`src/rtl/addr_router_pkg.sv`:
```
package addr_router_pkg;
  localparam int ADDR_W = 24;
  localparam int DATA_W = 32;
  localparam int IO_W = 8;
  localparam int FOLD_BIT = 20;
  localparam logic [ADDR_W-1:0] FB_RESET_BASE = 24'h0E7F00;
  localparam int FB_SIZE = 'h18100;
  localparam int FB_OFF_W = $clog2(FB_SIZE);
  localparam logic [IO_W-1:0] REG_BASE_OFF = 8'hF0;
  localparam logic [IO_W-1:0] REG_FOLD_OFF = 8'hF4;

  typedef struct packed {
    logic isIo;
    logic loadBase;
    logic loadFold;
  } ctrlStrb_t;
endpackage

```
`src/rtl/addr_router_ctrl.sv`:
```
module addr_router_ctrl
  import addr_router_pkg::*;
(
  input  logic              clk,
  input  logic              rstN,
  input  logic              cpuValid,
  input  logic              cpuWe,
  input  logic [ADDR_W-1:0] cpuAddr,
  output ctrlStrb_t         strb
);
  localparam int HI_W = ADDR_W - IO_W;

  logic ioHit;
  logic ioWrite;

  assign ioHit   = cpuValid && (cpuAddr[ADDR_W-1:IO_W] == {HI_W{1'b1}});
  assign ioWrite = ioHit && cpuWe;

  always_comb begin
    strb = '0;
    strb.isIo     = ioHit;
    strb.loadBase = ioWrite && (cpuAddr[IO_W-1:0] == REG_BASE_OFF);
    strb.loadFold = ioWrite && (cpuAddr[IO_W-1:0] == REG_FOLD_OFF);
  end

  // a control write loads at most one register
  assert_single_load_R5: assert property (@(posedge clk) disable iff (!rstN)
    $onehot0({strb.loadBase, strb.loadFold}));
  // loads only happen on writes
  assert_load_needs_write_R8: assert property (@(posedge clk) disable iff (!rstN)
    (strb.loadBase || strb.loadFold) |-> (cpuWe && cpuValid));
endmodule

```
`src/rtl/addr_router_path.sv`:
```
module addr_router_path
  import addr_router_pkg::*;
(
  input  logic                clk,
  input  logic                rstN,
  input  ctrlStrb_t           strb,
  input  logic                cpuValid,
  input  logic [ADDR_W-1:0]   cpuAddr,
  input  logic [DATA_W-1:0]   cpuWData,
  output logic                ioSel,
  output logic [IO_W-1:0]     ioAddr,
  output logic                fbSel,
  output logic [FB_OFF_W-1:0] fbAddr,
  output logic                memSel,
  output logic [ADDR_W-1:0]   memAddr
);
  localparam int CMP_W = ADDR_W + 1;
  localparam logic [CMP_W-1:0] SIZE_EXT = CMP_W'(FB_SIZE);

  logic [ADDR_W-1:0] fbBase;
  logic              foldOn;
  logic [CMP_W-1:0]  addrExt;
  logic [CMP_W-1:0]  baseExt;
  logic [CMP_W-1:0]  limitExt;
  logic [ADDR_W-1:0] offFull;
  logic              inWindow;
  logic [ADDR_W-1:0] foldMask;

  always_ff @(posedge clk) begin
    if (!rstN) begin
      fbBase <= FB_RESET_BASE;
      foldOn <= 1'b1;
    end else begin
      if (strb.loadBase) fbBase <= cpuWData[ADDR_W-1:0];
      if (strb.loadFold) foldOn <= cpuWData[0];
    end
  end

  assign addrExt  = {1'b0, cpuAddr};
  assign baseExt  = {1'b0, fbBase};
  assign limitExt = baseExt + SIZE_EXT;
  assign inWindow = (addrExt >= baseExt) && (addrExt < limitExt);
  assign offFull  = cpuAddr - fbBase;

  generate
    for (genvar b = 0; b < ADDR_W; b++) begin : g_mask
      if (b < FOLD_BIT) begin : g_keep
        assign foldMask[b] = 1'b1;
      end else begin : g_fold
        assign foldMask[b] = ~foldOn;
      end
    end
  endgenerate

  always_comb begin
    ioSel   = 1'b0;
    fbSel   = 1'b0;
    memSel  = 1'b0;
    ioAddr  = '0;
    fbAddr  = '0;
    memAddr = '0;
    if (cpuValid) begin
      if (strb.isIo) begin
        ioSel  = 1'b1;
        ioAddr = cpuAddr[IO_W-1:0];
      end else if (inWindow) begin
        fbSel  = 1'b1;
        fbAddr = offFull[FB_OFF_W-1:0];
      end else begin
        memSel  = 1'b1;
        memAddr = cpuAddr & foldMask;
      end
    end
  end

  // exactly one target per valid access, none otherwise
  assert_one_target_R7: assert property (@(posedge clk) disable iff (!rstN)
    cpuValid |-> $countones({ioSel, fbSel, memSel}) == 1);
  assert_idle_R7: assert property (@(posedge clk) disable iff (!rstN)
    !cpuValid |-> !(ioSel || fbSel || memSel));
  // I/O wins over the other targets
  assert_io_priority_R2: assert property (@(posedge clk) disable iff (!rstN)
    strb.isIo |-> ioSel);
  // framebuffer offset stays inside the window
  assert_fb_in_range_R3: assert property (@(posedge clk) disable iff (!rstN)
    fbSel |-> (32'(fbAddr) < FB_SIZE));
  // folded memory addresses stay below 1 MB
  assert_fold_low_R4: assert property (@(posedge clk) disable iff (!rstN)
    (memSel && foldOn) |-> (memAddr[ADDR_W-1:FOLD_BIT] == '0));
  // base changes only through a load strobe, and takes the data
  assert_base_hold_R8: assert property (@(posedge clk) disable iff (!rstN)
    !strb.loadBase |=> $stable(fbBase));
  assert_base_load_R5: assert property (@(posedge clk) disable iff (!rstN)
    strb.loadBase |=> fbBase == $past(cpuWData[ADDR_W-1:0]));
  // fold bit changes only through its strobe
  assert_fold_hold_R6: assert property (@(posedge clk) disable iff (!rstN)
    !strb.loadFold |=> $stable(foldOn));
endmodule

```
`src/rtl/addr_router.sv`:
```
module addr_router
  import addr_router_pkg::*;
(
  input  logic                clk,
  input  logic                rstN,
  input  logic                cpuValid,
  input  logic                cpuWe,
  input  logic [ADDR_W-1:0]   cpuAddr,
  input  logic [DATA_W-1:0]   cpuWData,
  output logic                ioSel,
  output logic [IO_W-1:0]     ioAddr,
  output logic                fbSel,
  output logic [FB_OFF_W-1:0] fbAddr,
  output logic                memSel,
  output logic [ADDR_W-1:0]   memAddr
);
  ctrlStrb_t strb;

  addr_router_ctrl ctrl_i (
    .clk(clk), .rstN(rstN), .cpuValid(cpuValid), .cpuWe(cpuWe),
    .cpuAddr(cpuAddr), .strb(strb)
  );

  addr_router_path path_i (
    .clk(clk), .rstN(rstN), .strb(strb), .cpuValid(cpuValid),
    .cpuAddr(cpuAddr), .cpuWData(cpuWData),
    .ioSel(ioSel), .ioAddr(ioAddr), .fbSel(fbSel), .fbAddr(fbAddr),
    .memSel(memSel), .memAddr(memAddr)
  );
endmodule

```
`config.mk`:
```
export PLATFORM = sky130hd
export DESIGN_NAME = addr_router
export DESIGN_NICKNAME = d
export VERILOG_FILES = /design/src/rtl/addr_router_pkg.sv /design/src/rtl/addr_router_ctrl.sv /design/src/rtl/addr_router_path.sv /design/src/rtl/addr_router.sv
export SDC_FILE = /design/constraint.sdc
export NUM_CORES = 1
export LEC_CHECK = 0
export ABC_AREA = 1
export CORE_MARGIN = 2
export CORE_UTILIZATION = 47
export DETAILED_ROUTE_END_ITERATION = 7
export MAX_ROUTING_LAYER = met4
export PLACE_DENSITY = 0.86
export SYNTH_ARGS = -nofsm -noshare
export SYNTH_HDL_FRONTEND = slang
export SYNTH_SLANG_ARGS = --single-unit
export TNS_END_PERCENT = 30
```
`constraint.sdc`:
```
create_clock -name clk -period 3.7 [get_ports clk]
set_clock_uncertainty 0.15 [all_clocks]
set_input_delay 0.37 -clock clk [delete_from_list [all_inputs] [get_ports clk]]
set_output_delay 0.37 -clock clk [all_outputs]
set_load 0.05 [all_outputs]
```
Word level (Yosys, flattened, before mapping)
Cells that the tools add are included.
{"block": "classes", "n_addsub": 2, "order_cmp": 2, "n_eq_ne": 3, "muxes": 16, "n_bitwise": 2, "reduce_logical": 5}
{"operator": "2-to-1 mux 24 bit", "n": 3}
{"operator": "2-to-1 mux 17 bit", "n": 3}
{"operator": "adder 24 x 17 -> 25 bit, second input constant", "n": 1}
{"operator": "less-than comparator 24 x 25 -> 1 bit", "n": 1}
{"operator": "AND 24 bit", "n": 1}
{"operator": "greater-or-equal comparator 24 bit", "n": 1}
{"operator": "subtractor 17 bit", "n": 1}
{"operator": "== test 16 bit, second input constant", "n": 1}
{"operator": "== test 8 bit, second input constant", "n": 2}
{"operator": "2-to-1 mux 8 bit", "n": 2}
{"operator": "2-to-1 mux 1 bit", "n": 8}
{"operator": "logical AND 1 bit", "n": 5}
{"operator": "inverter 1 bit", "n": 1}
{"block": "word_totals", "regBits": 25, "inputBits": 60, "out_inout_bits": 52}

Depth between registers and ports, before layout
{"block": "logic_depth", "depth_word": 6, "mapped_depth": 20}

Modules after synthesis
A second synthesis with hierarchy kept.
{"block": "unflattened", "cells_unflattened": 508, "hier_area_um2": 3144.3}
{"mod": "addr_router_path", "n_inst": 1, "cells_each": 485, "area_per_inst_um2": 3029.2, "seq_area_each_um2": 500.5}
{"mod": "addr_router_ctrl", "n_inst": 1, "cells_each": 23, "area_per_inst_um2": 115.1, "seq_area_each_um2": 0.0}

Worst setup path before layout
Ideal clock, no wire load.
{"block": "synth_path", "kind": "register to output", "from": "reg path_i.fbBase[10]", "to": "out memAddr[14]", "t_arrival_ns": 2.954, "required_ns": 3.180, "setup_slack_ns": 0.226, "path_stages_with_launch": 18, "path_buffers": 1, "path_cell_list": "dfxtp_1 -> nand3_1 -> nor2_1 -> nand4_1 -> nand2_1 -> nand2_1 -> nor2_1 -> nand3_1 -> xor2_1 -> ha_1 -> and3_1 -> nand3_1 -> nor2_1 -> nand3_1 -> nand3_1 -> nand2_2 -> buf_4 -> nor2_1"}
{"block": "synth_via", "elab_chain_cells": 6, "word_cells_on_any_way": 7}
{"element": "from (decl)", "line_no": "addr_router_path.sv:20", "text": "logic [ADDR_W-1:0] fbBase;"}
{"element": "from (signal assigned)", "line_no": "addr_router_path.sv:34", "text": "if (strb.loadBase) fbBase <= cpuWData[ADDR_W-1:0];"}
{"element": "adder 24 x 17 -> 25 bit", "line_no": "addr_router_path.sv:41", "text": "assign limitExt = baseExt + SIZE_EXT;"}
{"element": "less-than comparator 24 x 25 -> 1 bit", "line_no": "addr_router_path.sv:42", "text": "assign inWindow = (addrExt >= baseExt) && (addrExt < limitExt);"}
{"element": "logical AND 1 bit *", "line_no": "addr_router_path.sv:42"}
{"element": "2-to-1 mux 24 bit *", "line_no": "addr_router_path.sv:66", "text": "end else if (inWindow) begin"}
{"element": "2-to-1 mux 24 bit *", "line_no": "addr_router_path.sv:63", "text": "if (strb.isIo) begin"}
{"element": "2-to-1 mux 24 bit *", "line_no": "addr_router_path.sv:62", "text": "if (cpuValid) begin"}
{"element": "to (decl)", "line_no": "addr_router.sv:15", "text": "output logic [ADDR_W-1:0] memAddr"}
Mark *: on every way between the ends. The rest lies on a longest branch, timed or not.

Worst setup path after layout
{"block": "layout_path", "from": "reg path_i.fbBase[8]", "to": "out memAddr[14]"}
The elaborated chain is that of the path after synthesis.

==> flow_metrics.tcl <==
set metrics [dict create \
    routedWlPerCell_um 13.21 \
    setup_viol 1 \
    fin_setup_tns_ns -0.001708 \
    crit_path_top_delay_cell "dfxtp_4" \
    ys_warn_count 0 \
    avgViaCountPerCell 5.023 \
    ir_worst_vdd_v 0.0001393 \
    hp-class "flip-flop to flip-flop" \
    power_leakage_nw 2.559 \
    synth-edff-count 0 \
    grt_util_all_layers 0.2405 \
    drv_slew 0 \
    synthTopCellsByCount "149 x nand2_1, 90 x nor2_1, 76 x inv_1" \
    die_h_um 86.99 \
    root_buffer "clkbuf_8" \
    insertion_delay_ns 0.27 \
    cap_violations 0 \
    antenna_cells 0 \
    swShare 0.3783 \
    outcome "complete, but fails checks" \
    worstPathRequired_ns 3.18 \
    synth_cell_type_count 36 \
    synth_cells 537 \
    holdBufCountCts 0 \
    criticalPathCategory "flip-flop to primary output" \
    dp_hpwl_um 7677 \
    p_seq_frac 0.310 \
    drt_iter0_markers 154 \
    combPwrFrac 0.482 \
    path_cells "ha_4 > nand2_1 > nor2_4 > a21oi_1 > xor2_1 > ha_1 > nand2_1 > nor2_1 > nand4_1 > nor2_1 > nand2_1 > nand2_1 > nand3_1 > nand3_1 > nand2_2 > buf_4 > nor2_1 > buf_12" \
    grt_max_degree 40 \
    switchingPower_mw 0.3252 \
    cp-start-kind "flip-flop" \
    worst-path-buf-inv 2 \
    critPathMaxStageDelay_ns 0.40 \
    design_area_um2 5011 \
    clockPowerShare 0.207 \
    crit_family "simple AND/OR/NAND/NOR gates" \
    cts_tree "done" \
    synth_nets 639 \
    overflow 0 \
    rsz0062_at_grt "yes" \
    grt_pass1_wl_um 14500 \
    coreArea_um2 6719 \
    io_buffers 103 \
    p_per_area_nw_per_um2 171.5 \
    p_int_mw 0.5343 \
    antenna_found_initial 0 \
    hold_viol_final 0 \
    die_x_um 86.99 \
    ant_nets 0 \
    max_slew_margin 0.3730 \
    failed_checks "setup timing" \
    end_kind "primary output" \
    p_total_mw 0.8595 \
    crit_arrival_ns 3.18 \
    ios 112 \
    dpl_worst_slack_ns 0.2443 \
    dieArea_um2 7566 \
    numCtsBuffers 3 \
    cpMostUsedCell "nand2_1" \
    postRouteWirelength_um 9643 \
    gp_congestion 0.9398 \
    synth.area.top_cells "nand2_1 17%, ha_1 16%, dfxtp_1 15%, nor2_1 10%, inv_1 8.8%" \
    syn2layout_area_growth_pct 54.81 \
    crit_fanout 12 \
    ctsHtreeMaxLevel 1 \
    layout_setup_ws_ns -0.001708 \
    drive_gt1_frac 0.1815 \
    path_clk_slew_ns 0.09 \
    fin_nets 753 \
    synth_top_area_frac 0.1728 \
    route.detailed.drc 0 \
    synth_top_family_by_area "simple AND/OR/NAND/NOR gates" \
    synth-simple-area-share 0.4325 \
    synth_compound_area_frac 0.06765 \
    worst_pin_slew_ns 0.9376 \
    synth_largest_area_cell "nand2_1" \
    yosysMostFrequentCell "nand2_1" \
    via_count 3667 \
    async_flop_share 0 \
    max_freq_mhz 270.1 \
    synthAdderAreaFrac 0.1647 \
    synthesis.area_um2 3237 \
    whs_ns 0.3650 \
    clockBufferDepth 2 \
    cts.sinks 25 \
    syn_area_per_cell_um2 6.028 \
    seq_area_frac_synth 0.1546 \
    synthXorXnorAreaFrac 0.06223 \
    fp-row-count 30 \
    initial_core_util 0.4818 \
    dpl_cell_area_um2 4800 \
    synth_ff_type "dfxtp_1" \
    first_pass_iters 4 \
    synth.mux.area_fraction 0 \
    ys_seq_elements 25 \
    grt_pass1_vias 3272 \
    period_minus_slack_ns 3.702 \
    fin_crit_sh 1.000 \
]
[through the flow]
| step | util | cells |
|---|---|---|
| 6_report | 0.7458 | 730 |
| 5_1_grt | 0.7458 | 730 |
| 4_1_cts | 0.7225 | 722 |
| 3_5_place_dp | 0.7143 | 718 |
| 3_3_place_gp | 0.7143 | 718 |
| 2_1_floorplan | - | 537 |
[routing by layer]
layer / global-route usage / wire length [µm]
met1: 0.3034 / 4240
met4: 0.05114 / 216
met2: 0.4122 / 4828
met5: - / 0
met3: 0.02844 / 358
[cell usage in the layout (no fill, tap or decap), types with 4 or more instances in the layout]
master           synthesis  routed
dfxtp_1                 25      21
a31oi_1                  4       4
inv_1                   76      76
nand2_1                149     148
buf_12                   1      44
clkdlybuf4s50_1          0      60
nand2_2                  6       8
o21ai_0                  8       8
nor2_4                  12      14
inv_2                    7       7
nand4_1                  8       8
ha_1                    41      40
buf_4                    2      13
xor2_1                  16      16
xnor2_1                  7       7
nor2_1                  90      80
a21oi_1                 23      22
nor2_2                   4      12
nand3_1                 33      29
[worst register-to-register path, cell delays in order, from the launching register on]
cell and delay, ns:
dfxtp_1 0.44, inv_1 0.14, nand2_1 0.09, nand2_1 0.05
nor2_1 0.12
[power groups by stage]
| stage | sequential (mW) | combinational (mW) | clock (mW) |
|---|---|---|---|
| after floorplan | 0.275 | 0.209 | 0 |
| after detailed placement | 0.275 | 0.404 | 0 |
| after global placement | 0.275 | 0.397 | 0 |
| final | 0.267 | 0.415 | 0.178 |
| after CTS | 0.269 | 0.406 | 0.180 |
| after global routing | 0.267 | 0.439 | 0.190 |
[logic make-up after synthesis]
logic type,Yosys count
compound gates,40
simple gates,314
fa+ha+maj,42
flops,25
buf+inv,93
xor+xnor,23
[layout make-up]
type / count / area [µm²]
inverter: 83 / 311.5
tap: 80 / 100.1
clock inverter: 1 / 8.758
sequential: 25 / 513.0
timing repair buffer: 118 / 1590
clock buffer: 3 / 41.29
multi-input combinational: 420 / 2446
fill: 500 / 1708
[path summary, 6_finish.rpt]
kind                                          end  slack (ns)              start  cells after the start
worst max register to register  path_i.fbBase[15]        2.66  path_i.fbBase[15]                      4
worst min-delay path            path_i.fbBase[11]        0.37  path_i.fbBase[11]                      2
worst min register to register  path_i.fbBase[11]        0.37  path_i.fbBase[11]                      2
worst max-delay path                  memAddr[14]      -0.002   path_i.fbBase[8]                     18
[sequential cells by signal (all words and copies together) (netlist names)]
name / count
path_i.foldOn: 1
path_i.fbBase: 24
[repair_timing]
| item | 4_1_cts | 5_1_grt |
|---|---|---|
| gates resized for setup | 3 | 27 |
| pin swaps | 0 | 9 |
| buffers inserted | 0 | 7 |
| endpoints found under the setup margin | 35 | 43 |
| gates cloned | 0 | 1 |
Power figures use the tool's default switching activity.
